--- src/rtl/ptw_pkg.sv ---
package ptw_pkg;
  localparam int unsigned DW      = 32;
  localparam int unsigned L1_IDX  = 12;
  localparam int unsigned L2_IDX  = 8;
  localparam int unsigned TB_W    = DW - L1_IDX - 2;  // 18
  localparam int unsigned CB_W    = DW - L2_IDX - 2;  // 22

  localparam logic [1:0] SZ_4K   = 2'd0;
  localparam logic [1:0] SZ_64K  = 2'd1;
  localparam logic [1:0] SZ_1M   = 2'd2;
  localparam logic [1:0] SZ_16M  = 2'd3;

  typedef enum logic [2:0] {
    ST_IDLE, ST_L1_REQ, ST_L1_WAIT, ST_L2_REQ, ST_L2_WAIT, ST_DONE
  } walk_st_e;

  typedef struct packed {
    logic          fault;
    logic [1:0]    lvl;
    logic [DW-1:0] pa;
    logic [1:0]    size;
    logic          xn;
    logic [1:0]    ap;
    logic          apx;
    logic [2:0]    tex;
  } walk_res_t;

  localparam walk_res_t RES_ZERO = '0;
endpackage

--- src/rtl/ptw_l1_dec.sv ---
module ptw_l1_dec
  import ptw_pkg::*;
(
  input  logic [DW-1:0]   desc_i,
  input  logic [DW-1:0]   va_i,
  output logic            next_lvl_o,
  output logic [CB_W-1:0] cbase_o,
  output walk_res_t       res_o
);
  always_comb begin
    res_o      = RES_ZERO;
    next_lvl_o = 1'b0;
    cbase_o    = desc_i[DW-1:DW-CB_W];
    unique case (desc_i[1:0])
      2'b01: next_lvl_o = 1'b1;
      2'b10: begin
        res_o.xn  = desc_i[4];
        res_o.ap  = desc_i[11:10];
        res_o.apx = desc_i[15];
        res_o.tex = desc_i[14:12];
        if (desc_i[18]) begin
          res_o.size = SZ_16M;
          res_o.pa   = {desc_i[31:24], va_i[23:0]};
        end else begin
          res_o.size = SZ_1M;
          res_o.pa   = {desc_i[31:20], va_i[19:0]};
        end
      end
      default: begin
        res_o.fault = 1'b1;
        res_o.lvl   = 2'd1;
      end
    endcase
  end
endmodule

--- src/rtl/ptw_l2_dec.sv ---
module ptw_l2_dec
  import ptw_pkg::*;
(
  input  logic [DW-1:0] desc_i,
  input  logic [DW-1:0] va_i,
  output walk_res_t     res_o
);
  always_comb begin
    res_o = RES_ZERO;
    if (desc_i[1]) begin
      res_o.size = SZ_4K;
      res_o.pa   = {desc_i[31:12], va_i[11:0]};
      res_o.xn   = desc_i[0];
      res_o.tex  = desc_i[8:6];
      res_o.ap   = desc_i[5:4];
      res_o.apx  = desc_i[9];
    end else if (desc_i[0]) begin
      res_o.size = SZ_64K;
      res_o.pa   = {desc_i[31:16], va_i[15:0]};
      res_o.xn   = desc_i[15];
      res_o.tex  = desc_i[14:12];
      res_o.ap   = desc_i[5:4];
      res_o.apx  = desc_i[9];
    end else begin
      res_o.fault = 1'b1;
      res_o.lvl   = 2'd2;
    end
  end
endmodule

--- src/rtl/ptw_fsm.sv ---
module ptw_fsm
  import ptw_pkg::*;
(
  input  logic            clk_i,
  input  logic            rst_ni,
  input  logic            req_valid_i,
  output logic            req_ready_o,
  input  logic [DW-1:0]   req_va_i,
  input  logic [DW-1:0]   req_tbase_i,
  output logic            mem_req_o,
  output logic [DW-1:0]   mem_addr_o,
  input  logic            mem_gnt_i,
  input  logic            mem_rvalid_i,
  output logic [DW-1:0]   va_o,
  input  logic            l1_next_i,
  input  logic [CB_W-1:0] l1_cbase_i,
  input  walk_res_t       l1_res_i,
  input  walk_res_t       l2_res_i,
  output logic            done_o,
  output walk_res_t       res_o
);
  walk_st_e        st_q, st_d;
  logic [DW-1:0]   va_q;
  logic [TB_W-1:0] tb_q;
  logic [CB_W-1:0] cb_q;
  walk_res_t       res_q;

  always_comb begin
    st_d = st_q;
    unique case (st_q)
      ST_IDLE:    if (req_valid_i) st_d = ST_L1_REQ;
      ST_L1_REQ:  if (mem_gnt_i) st_d = ST_L1_WAIT;
      ST_L1_WAIT: if (mem_rvalid_i) st_d = l1_next_i ? ST_L2_REQ : ST_DONE;
      ST_L2_REQ:  if (mem_gnt_i) st_d = ST_L2_WAIT;
      ST_L2_WAIT: if (mem_rvalid_i) st_d = ST_DONE;
      default:    st_d = ST_IDLE;
    endcase
  end

  always_ff @(posedge clk_i or negedge rst_ni) begin
    if (!rst_ni) begin
      st_q  <= ST_IDLE;
      va_q  <= '0;
      tb_q  <= '0;
      cb_q  <= '0;
      res_q <= RES_ZERO;
    end else begin
      st_q <= st_d;
      if (st_q == ST_IDLE && req_valid_i) begin
        va_q <= req_va_i;
        tb_q <= req_tbase_i[DW-1:DW-TB_W];
      end
      if (st_q == ST_L1_WAIT && mem_rvalid_i) begin
        cb_q  <= l1_cbase_i;
        res_q <= l1_next_i ? RES_ZERO : l1_res_i;
      end
      if (st_q == ST_L2_WAIT && mem_rvalid_i) res_q <= l2_res_i;
    end
  end

  assign req_ready_o = (st_q == ST_IDLE);
  assign mem_req_o   = (st_q == ST_L1_REQ) || (st_q == ST_L2_REQ);
  assign mem_addr_o  = (st_q == ST_L2_REQ) ? {cb_q, va_q[19:12], 2'b00}
                                           : {tb_q, va_q[31:20], 2'b00};
  assign done_o      = (st_q == ST_DONE);
  assign res_o       = res_q;
  assign va_o        = va_q;

  AST_DONE_PULSE: assert property (@(posedge clk_i) disable iff (!rst_ni)
    done_o |=> !done_o);
  AST_READY_QUIET: assert property (@(posedge clk_i) disable iff (!rst_ni)
    req_ready_o |-> !mem_req_o && !done_o);
  AST_REQ_HOLD: assert property (@(posedge clk_i) disable iff (!rst_ni)
    mem_req_o && !mem_gnt_i |=> mem_req_o && $stable(mem_addr_o));
  AST_FAULT_LVL: assert property (@(posedge clk_i) disable iff (!rst_ni)
    done_o |-> (res_o.fault ? (res_o.lvl != 2'd0) : (res_o.lvl == 2'd0)));
  AST_FAULT_ZERO: assert property (@(posedge clk_i) disable iff (!rst_ni)
    done_o && res_o.fault |-> res_o.pa == '0 && !res_o.xn);
  AST_SMALL_OFS: assert property (@(posedge clk_i) disable iff (!rst_ni)
    done_o && !res_o.fault && res_o.size == SZ_4K |-> res_o.pa[11:0] == va_q[11:0]);
endmodule

--- src/rtl/ptw_walker.sv ---
module ptw_walker
  import ptw_pkg::*;
(
  input  logic          clk_i,
  input  logic          rst_ni,
  input  logic          req_valid_i,
  output logic          req_ready_o,
  input  logic [31:0]   req_va_i,
  input  logic [31:0]   req_tbase_i,
  output logic          mem_req_o,
  output logic [31:0]   mem_addr_o,
  input  logic          mem_gnt_i,
  input  logic          mem_rvalid_i,
  input  logic [31:0]   mem_rdata_i,
  output logic          done_o,
  output logic          fault_o,
  output logic [1:0]    fault_lvl_o,
  output logic [31:0]   pa_o,
  output logic [1:0]    size_o,
  output logic          xn_o,
  output logic [1:0]    ap_o,
  output logic          apx_o,
  output logic [2:0]    tex_o
);
  logic [DW-1:0]   va;
  logic            l1_next;
  logic [CB_W-1:0] l1_cbase;
  walk_res_t       l1_res, l2_res, res;

  ptw_l1_dec u_l1 (
    .desc_i(mem_rdata_i), .va_i(va),
    .next_lvl_o(l1_next), .cbase_o(l1_cbase), .res_o(l1_res)
  );

  ptw_l2_dec u_l2 (
    .desc_i(mem_rdata_i), .va_i(va), .res_o(l2_res)
  );

  ptw_fsm u_fsm (
    .clk_i, .rst_ni,
    .req_valid_i, .req_ready_o, .req_va_i, .req_tbase_i,
    .mem_req_o, .mem_addr_o, .mem_gnt_i, .mem_rvalid_i,
    .va_o(va), .l1_next_i(l1_next), .l1_cbase_i(l1_cbase),
    .l1_res_i(l1_res), .l2_res_i(l2_res),
    .done_o, .res_o(res)
  );

  assign fault_o     = res.fault;
  assign fault_lvl_o = res.lvl;
  assign pa_o        = res.pa;
  assign size_o      = res.size;
  assign xn_o        = res.xn;
  assign ap_o        = res.ap;
  assign apx_o       = res.apx;
  assign tex_o       = res.tex;
endmodule

--- config.mk ---
export PLATFORM = sky130hd
export DESIGN_NAME = ptw_walker
export DESIGN_NICKNAME = d
export VERILOG_FILES = /design/src/rtl/ptw_pkg.sv /design/src/rtl/ptw_l1_dec.sv /design/src/rtl/ptw_l2_dec.sv /design/src/rtl/ptw_fsm.sv /design/src/rtl/ptw_walker.sv
export SDC_FILE = /design/constraint.sdc
export NUM_CORES = 1
export LEC_CHECK = 0
export ABC_AREA = 1
export ABC_CLOCK_PERIOD_IN_PS = 1900
export CAP_MARGIN = 40
export CORE_UTILIZATION = 49
export CTS_BUF_LIST = sky130_fd_sc_hd__clkbuf_4
export DETAILED_ROUTE_END_ITERATION = 10
export GPL_TIMING_DRIVEN = 0
export MAX_ROUTING_LAYER = met4
export PLACE_DENSITY = 0.93
export SYNTH_ARGS = -nofsm -noshare
export SYNTH_HDL_FRONTEND = slang
export SYNTH_SLANG_ARGS = --single-unit
--- constraint.sdc ---
create_clock -name clk_i -period 1.9 [get_ports clk_i]
set_input_delay 0.285 -clock clk_i [delete_from_list [all_inputs] [get_ports clk_i]]
set_output_delay 0.285 -clock clk_i [all_outputs]
set_load 0.01 [all_outputs]
==> results of run 1 <==
-- power groups by stage --
stage	Clock (µW)	Combinational, µW	Sequential, µW
detailed placement	0	5290	4380
CTS	1460	6050	4330
global route	1580	6960	4500
global placement	0	5130	4340
finish	1460	6450	4410
floorplan	0	2690	4310
-- area by class of cell --
type                            instances  area [µm²]
Timing Repair Buffer                  198        1980
Buffer                                 51         294
Antenna cell                            1        2.50
Multi-Input combinational cell        607        2940
Tap cell                              168         210
Clock buffer                           22         165
Inverter                               28         114
Sequential cell                       119        2980
Fill cell                             909        3390
Clock inverter                          8        35.0
-- flip-flops by register name, summed over array words and instances, names as in the netlist --
name,cells
u_fsm.va_o,32
u_fsm.cb_q,22
u_fsm.st_q,3
u_fsm.res_o,44
u_fsm.tb_q,18
-- worst max-delay path by stage --
stage / start / endpoint / slack [ps] / depth (start not counted)
after floorplan: mem_rdata_i[1] / u_fsm.res_o[39] / 150 / 10
final: u_fsm.st_q[2] / mem_addr_o[14] / -310 / 6
after global placement: rst_ni / u_fsm.res_o[12] / -3960 / 1
after CTS: u_fsm.st_q[2] / mem_addr_o[20] / -420 / 7
after global routing: u_fsm.st_q[2] / mem_addr_o[14] / -340 / 6
after detailed placement: mem_rdata_i[1] / u_fsm.res_o[4] / -1030 / 11
-- cells in the mapped netlist, types with 3 or more instances --
cell	n
clkbuf_1	22
inv_2	3
nor3_1	6
buf_2	24
nand3_1	76
o21ai_0	74
nand2_1	357
ha_1	4
dfrtp_1	119
nor2_1	37
buf_6	3
o21ai_1	6
o22ai_1	4
buf_4	3
a21oi_1	9
inv_1	25
buf_1	4
mux2_2	25
-- worst max-delay path, stage by stage, from the launching register on --
cell     delay (ps)
dfrtp_2         450
inv_4            70
nand3_4         110
buf_6           160
buf_8           130
mux2_4          300
buf_6           130
-- stage by stage --
stage,total power (µW),cell area [µm²]
2_1_floorplan,7000,6120
3_3_place_gp,9470,7940
3_5_place_dp,9670,7970
4_1_cts,11800,8560
5_1_grt,13000,8720
6_report,12300,8720
-- layer usage --
layer / global-route usage / share of wire
met1: 0.386 / 0.40
met3: 0.0664 / 0.091
met5: - / 0
met2: 0.492 / 0.47
met4: 0.159 / 0.038
-- cells by family after synthesis --
logic type / synth area share
DFF: 0.487
buffers and inverters: 0.0628
AOI/OAI and AO/OA: 0.0769
other: 0.000613
and+or+nand+nor: 0.319
muxes: 0.0460
adders and majority gates: 0.00818
-- timing repair --
item | 4_1_cts | 5_1_grt
endpoints found under the hold margin | 47 | 0
buffers inserted | 25 | 11
resized for setup | 203 | 53
pin swaps | 4 | 7
gates cloned | 1 | 1
endpoints found under the setup margin | 72 | 122
hold buffers | 1 | 0
==> impl_metrics.ini, run 1 <==
[run_status]
status = finished, violations left
violations = negative setup slack

[synth]
avgSynthCellArea_um2 = 7.56
synth_area_leaders = dfrtp_1 49%, nand2_1 22%, nand3_1 6.2%
ys_async_sr_fraction = 1.00
synth.top_cell.area_share = 0.487
synthCells = 809
yosys_most_used_dff = dfrtp_1
yosysWarningCount = 0
yosysTopAreaCell = dfrtp_1
synth_cell_types = 24
ys_ff_latch = 119
synth_edf_count = 0
ys_seq_area_frac = 0.487
synth_area_mm2 = 0.00612

[critical_path]
end_kind = output pin
worstSetupPathType = flip-flop to output pin
crit_fanout = 5
worstReg2RegEnd = u_fsm.st_q[1]
worstPathRequired_ps = 1620
arrival_ps = 1920
r2r-start = u_fsm.st_q[2]
ff2ff_setup_slack_ps = -100
r2r_cells = 14
start_kind = flip-flop

[clock_tree]
cts_htree_levels = 4
insertion_delay_ps = 580
clockBufferDepth = 2
clk_pin_slew_ps = 110
cts_tree = built
cts-root-buf = clkbuf_4
clock-sinks = 119
cts_made_buffers = 17

[pwr]
comb_power_share = 0.524
p_sw_frac = 0.392
seqPwrFrac = 0.358
p_sw_uw = 4830
clkPwrFrac = 0.118
ir_drop_mv = 1.05
p_per_area_mw_per_mm2 = 1410
leakage_uw = 0.00446
p_int_uw = 7490

[route]
drt_first_iter_violations = 521
detail_route.drc_violations = 0
routed_wl_um = 19400
antenna_left = 0
first_pass_iters = 5
vias_per_cell = 5.37
wl_per_cell_um = 16.1
vias = 6455

[die]
dieArea_mm2 = 0.0129
die_w_um = 114
start_util = 0.505
rows = 40
core_area_mm2 = 0.0121
die_y_um = 114
io_pins = 180

[final_layout]
final-instance-count-excl-fill = 1202
final_nets = 1127
most-common-layout-cells = 351 x nand2_1, 127 x clkdlybuf4s50_1, 116 x dfrtp_1, 76 x nand3_1, 68 x o21ai_0
drive_above_1_share = 0.178
layout_commonest_cell = nand2_1
area_delta_synth_final_pct = 42.5
fin_util = 0.720

[sta]
hold_ws_ps = 157
setup_viol = 33
finalSetupTns_ps = -7470
maxSlewHeadroom = 0.588
post-route-period-util = 1.16
fmax_mhz = 453
fin_skew_ps = 14.9
hold_viol_final = 0
finalWorstSetupSlack_ps = -307
final_max_slew_viol_count = 0
period_needed_ps = 2210
rsz0062_at_grt = yes
worst_pin_slew_ps = 618

[placement]
hpwl_um = 13400
port_buffers = 161
dp_slack_ps = -1030
gp_congestion = 0.941
dp_cells = 1140

[global_route]
grt_usage = 0.314
antenna_found_initial = 0
overflow = 0
grt_pass1_wl_um = 30000
grt_max_degree = 89
grt_pass1_vias = 6152

[job]
maxCapViolCount = 0

[hold_path]
hold_class = primary input to asynchronous set/reset pin
Note: power is estimated with default switching activity, not from simulation.
==> run 2: changes to the inputs <==
Settings changed: CELL_PAD_IN_SITES_DETAIL_PLACEMENT set to 1, CELL_PAD_IN_SITES_GLOBAL_PLACEMENT set to 2, CORE_UTILIZATION 49 to 27, PLACE_DENSITY 0.93 to 0.94, SYNTH_HIERARCHICAL set to 1.
==> impl_metrics.ini, run 2 <==
[pwr]
p_per_area_mw_per_mm2 = 1360
totalPowerFinal_uw = 14700
ir_drop_mv = 0.730
leakage_uw = 0.00585

[synth]
synth.top_cell.area_share = 0.415
synth_cell_types = 26
synth_area_leaders = dfrtp_1 41%, nand2_1 25%, inv_1 8.7%
synth_most_common_cell = nand2_1
netlist_top_cells_count = 476 x nand2_1, 167 x inv_1, 119 x dfrtp_1
ys_async_sr_fraction = 1.00
synth_edf_count = 0
ys_ff_latch = 119
ys_seq_area_frac = 0.415
synth_area_mm2 = 0.00718
yosys_most_used_dff = dfrtp_1
avgSynthCellArea_um2 = 6.53
yosysTopAreaCell = dfrtp_1
synthCells = 1100
yosysWarningCount = 6

[sta]
rsz0062_at_grt = yes
fin_skew_ps = 14.3
worst_pin_slew_ps = 827
period_needed_ps = 2190
final_max_slew_viol_count = 0
setup_viol = 46
finalSetupTns_ps = -8100
finalWorstSetupSlack_ps = -292
maxSlewHeadroom = 0.449
post-route-period-util = 1.15
hold_ws_ps = 215
fmax_mhz = 456
hold_viol_final = 0

[die]
io_pins = 180
die_y_um = 165
core_area_mm2 = 0.0261
dieArea_mm2 = 0.0273
start_util = 0.276
rows = 59
die_w_um = 165

[clock_tree]
insertion_delay_ps = 560
cts_made_buffers = 17
clock-sinks = 119
clockBufferDepth = 2
cts-root-buf = clkbuf_4
cts_htree_levels = 4
cts_tree = built
clk_pin_slew_ps = 120

[final_layout]
final_nets = 1440
area_delta_synth_final_pct = 50.8
most-common-layout-cells = 412 x nand2_1, 167 x inv_1, 124 x clkdlybuf4s50_1, 117 x dfrtp_1, 86 x nor2_1
largest_reg_flops = 44
drive_above_1_share = 0.236
design_area_mm2 = 0.0108
final-instance-count-excl-fill = 1687
layout_commonest_cell = nand2_1

[critical_path]
r2r-start = u_fsm/st_q[1]
slowest_stage = dfrtp_1
end_kind = output pin
ff2ff_setup_slack_ps = -30
worstSetupPathType = flip-flop to output pin
crit_fanout = 8
r2r_cells = 12
cpMostUsedCell = buf_6
crit_chain = buf_6 > nor2_4 > buf_6 > buf_6 > buf_12 > nand3_2 > nand2_2 > buf_6
start_kind = flip-flop
arrival_ps = 1910
worstReg2RegEnd = u_fsm/res_o[29]
worstPathRequired_ps = 1620
slowest_delay_ps = 390

[route]
vias_per_cell = 4.52
vias = 7624
routed_wl_um = 27500
top_layer_used = met4
wl_met1_um = 12700
drt_first_iter_violations = 334
wl_met3_um = 1080
first_pass_iters = 4
dr_wl_met2_um = 13300
antenna_left = 0
wl_per_cell_um = 16.3
detail_route.drc_violations = 0

[global_route]
grt_pass1_vias = 7717
grt_pass1_wl_um = 40900
grt_usage = 0.203
overflow = 0
antenna_found_initial = 2
grt_max_degree = 74

[run_status]
status = finished, violations left
violations = negative setup slack

[placement]
port_buffers = 160
hpwl_um = 18500
dpl-instance-area_mm2 = 0.00924
dp_cells = 1598
gp_congestion = 0.819

[job]
maxCapViolCount = 0

[hold_path]
hold_class = primary input to asynchronous set/reset pin
## run 2: cells by family (layout without fill, tap and decap cells)
group | Yosys count | in the layout | synth area share
compound gates | 47 | 47 | 0.0328
fa+ha+maj | 3 | 3 | 0.00523
buf+inv | 263 | 509 | 0.170
flops | 119 | 119 | 0.415
other cells | 3 | 8 | 0.00157
simple gates | 665 | 666 | 0.375
## run 2: through the flow
stage | setup WS [ps] | utilization
2_1_floorplan | 464 | -
3_3_place_gp | -4370 | 0.353
3_5_place_dp | -473 | 0.354
4_1_cts | -356 | 0.382
5_1_grt | -377 | 0.415
6_report | -292 | 0.416
## run 2: worst max-delay path: cells and delay by family (launching register included)
kind                   cells  cell delay (ps)
DFF                        1              390
buffers and inverters      5              600
and+or+nand+nor            3              340
## run 2: power by group
part | internal, µW | switching [µW]
combinational | 3960 | 4140
clock | 781 | 1130
sequential | 3700 | 964
## run 2: timing repair
| item | CTS | global route |
|---|---|---|
| endpoints found under the hold margin | 46 | 0 |
| gates cloned | 5 | 12 |
| setup buffers | 19 | 21 |
| pin swaps | 27 | 37 |
| setup endpoints to repair | 83 | 103 |
| gates resized for setup | 230 | 170 |
| hold buffers | 1 | 0 |
## run 2: area by class of cell
type                    count  area, µm²
diodes                      3       7.51
plain buffers              92        752
clock buffers              17        128
clock inverters            15        153
fillers                  3287      15200
inverters                 171        669
multi-input cells         721       3460
flip-flops and latches    119       2980
well taps                 335        419
repair buffers            213       2250
repair inverters            1       8.76
## run 2: worst max path at each step
stage	startpoint	end	slack, ps	depth (start not counted)
floorplan	u_fsm/st_q[1]	done_o	460	3
global placement	rst_ni	u_fsm/res_o[15]	-4370	1
detailed placement	mem_rdata_i[1]	u_fsm/res_o[13]	-470	10
CTS	u_fsm/st_q[2]	mem_addr_o[18]	-360	9
global route	u_fsm/st_q[2]	mem_addr_o[21]	-380	8
finish	u_fsm/st_q[2]	mem_addr_o[2]	-290	8
## run 2: layer usage
metal / global-route usage / up-vias
met5: - / -
met4: 0.0500 / 0
met3: 0.0325 / 35
met2: 0.336 / 165
met1: 0.259 / 3722
li1: - / 3702
==> run 3: changes to the inputs <==
Settings changed: CORE_ASPECT_RATIO set to 1.75, TNS_END_PERCENT set to 50.
==> impl_metrics.ini, run 3 (synthesized netlist as in run 2, its figures left out) <==
[global_route]
grt_pass1_vias = 7882
overflow = 0
grt_max_degree = 83
grt_usage = 0.203
antenna_found_initial = 2
grt_pass1_wl_um = 41200

[critical_path]
end_kind = output pin
start_kind = flip-flop
worstSetupPathType = flip-flop to output pin
worstPathRequired_ps = 1620
r2r_cells = 8
crit_fanout = 5
arrival_ps = 1870

[pwr]
leakage_uw = 0.00558
totalPowerFinal_uw = 14200
clkPwrFrac = 0.158
p_sw_frac = 0.412
p_int_uw = 8330
seqPwrFrac = 0.325
p_per_area_mw_per_mm2 = 1400
ir_drop_mv = 0.436
comb_power_share = 0.516
p_sw_uw = 5830

[clock_tree]
clockBufferDepth = 2
cts_tree = built
clk_pin_slew_ps = 120
cts-root-buf = clkbuf_4
cts_made_buffers = 17
insertion_delay_ps = 550
cts_htree_levels = 4
clock-sinks = 119

[sta]
maxSlewHeadroom = 0.564
finalWorstSetupSlack_ps = -253
hold_viol_final = 0
fin_skew_ps = 16.6
final_max_slew_viol_count = 0
period_needed_ps = 2150
post-route-period-util = 1.13
setup_viol = 33
fmax_mhz = 464
finalSetupTns_ps = -5820
worst_pin_slew_ps = 653
rsz0062_at_grt = yes

[final_layout]
final_nets = 1418
area_delta_synth_final_pct = 41.3
drive_above_1_share = 0.174
design_area_mm2 = 0.0101
largest_reg_flops = 44
fill_cells = 3273
most-common-layout-cells = 454 x nand2_1, 167 x inv_1, 125 x clkdlybuf4s50_1, 117 x dfrtp_1, 86 x nor2_1
layout_commonest_cell = nand2_1

[route]
routed_wl_um = 26400
drt_first_iter_violations = 262
detail_route.drc_violations = 10
wl_per_cell_um = 16.0
vias_per_cell = 4.45
first_pass_iters = 9
antenna_left = 0
vias = 7330

[placement]
hpwl_um = 19400
dp_slack_ps = -530
port_buffers = 160
dpl-instance-area_mm2 = 0.00922
gp_congestion = 0.782

[job]
maxCapViolCount = 0

[run_status]
violations = design-rule violations, negative setup slack
status = finished, violations left

[hold_path]
hold_class = primary input to asynchronous set/reset pin

[die]
die_y_um = 218
start_util = 0.276
die_w_um = 125
rows = 78
core_area_mm2 = 0.0261
io_pins = 180
dieArea_mm2 = 0.0273
run 3: final timing paths:
check	start	endpoint	slack (ps)
setup / recovery	u_fsm/st_q[2]	mem_addr_o[21]	-250
min in group clk_i	req_va_i[3]	u_fsm/va_o[3]	280
hold / removal	rst_ni	u_fsm/res_o[16]	190
setup reg to reg	u_fsm/st_q[2]	u_fsm/va_o[14]	30
hold reg to reg	u_fsm/tb_q[9]	u_fsm/tb_q[9]	490
max in group asynchronous	rst_ni	u_fsm/st_q[1]	900
run 3: power groups by stage:
stage	sequential [µW]	clock, µW	combinational [µW]
global placement	4560	0	6050
CTS	4560	2320	6890
finish	4610	2240	7310
global route	4740	2400	7980
floorplan	4540	0	3070
detailed placement	4580	0	6210
run 3: cell type report:
type / count / area (µm²) / share of cell area
clock buffer: 18 / 135 / 0.0133
inverter: 171 / 652 / 0.0643
multi-input combinational: 720 / 3200 / 0.315
timing repair buffer: 199 / 1970 / 0.194
antenna: 2 / 5.00 / 0.000493
buffer: 86 / 598 / 0.0590
clock inverter: 14 / 205 / 0.0202
tap: 320 / 400 / 0.0395
sequential: 119 / 2980 / 0.294
run 3: critical path: stages, from the launching register on:
cell and delay, ps:
dfrtp_1 430, nor2_4 200, buf_12 140, buf_8 110, buf_6 100, buf_6 80, nand3_2 50, nand2_1 80
buf_2 130
run 3: layer usage:
layer	vias up	track usage	routed length (µm)
met3	30	0.0206	561
met1	3538	0.206	10200
met4	0	0.0874	716
met5	-	-	0
met2	123	0.390	14800
li1	3639	-	-
run 3: through the flow:
| stage | instances | utilization | hold WS, ps |
|---|---|---|---|
| 2_1_floorplan | 1102 | - | -10.6 |
| 3_3_place_gp | 1582 | 0.353 | 453 |
| 3_5_place_dp | 1583 | 0.354 | 212 |
| 4_1_cts | 1640 | 0.380 | 133 |
| 5_1_grt | 1649 | 0.389 | 184 |
| 6_report | 1649 | 0.389 | 192 |
run 3: what timing repair did:
item	4_1_cts	5_1_grt
hold endpoints to repair	42	0
pin swaps	30	18
gates cloned	2	0
setup buffers	22	15
hold buffers	1	0
resized for setup	202	60
setup endpoints to repair	39	58
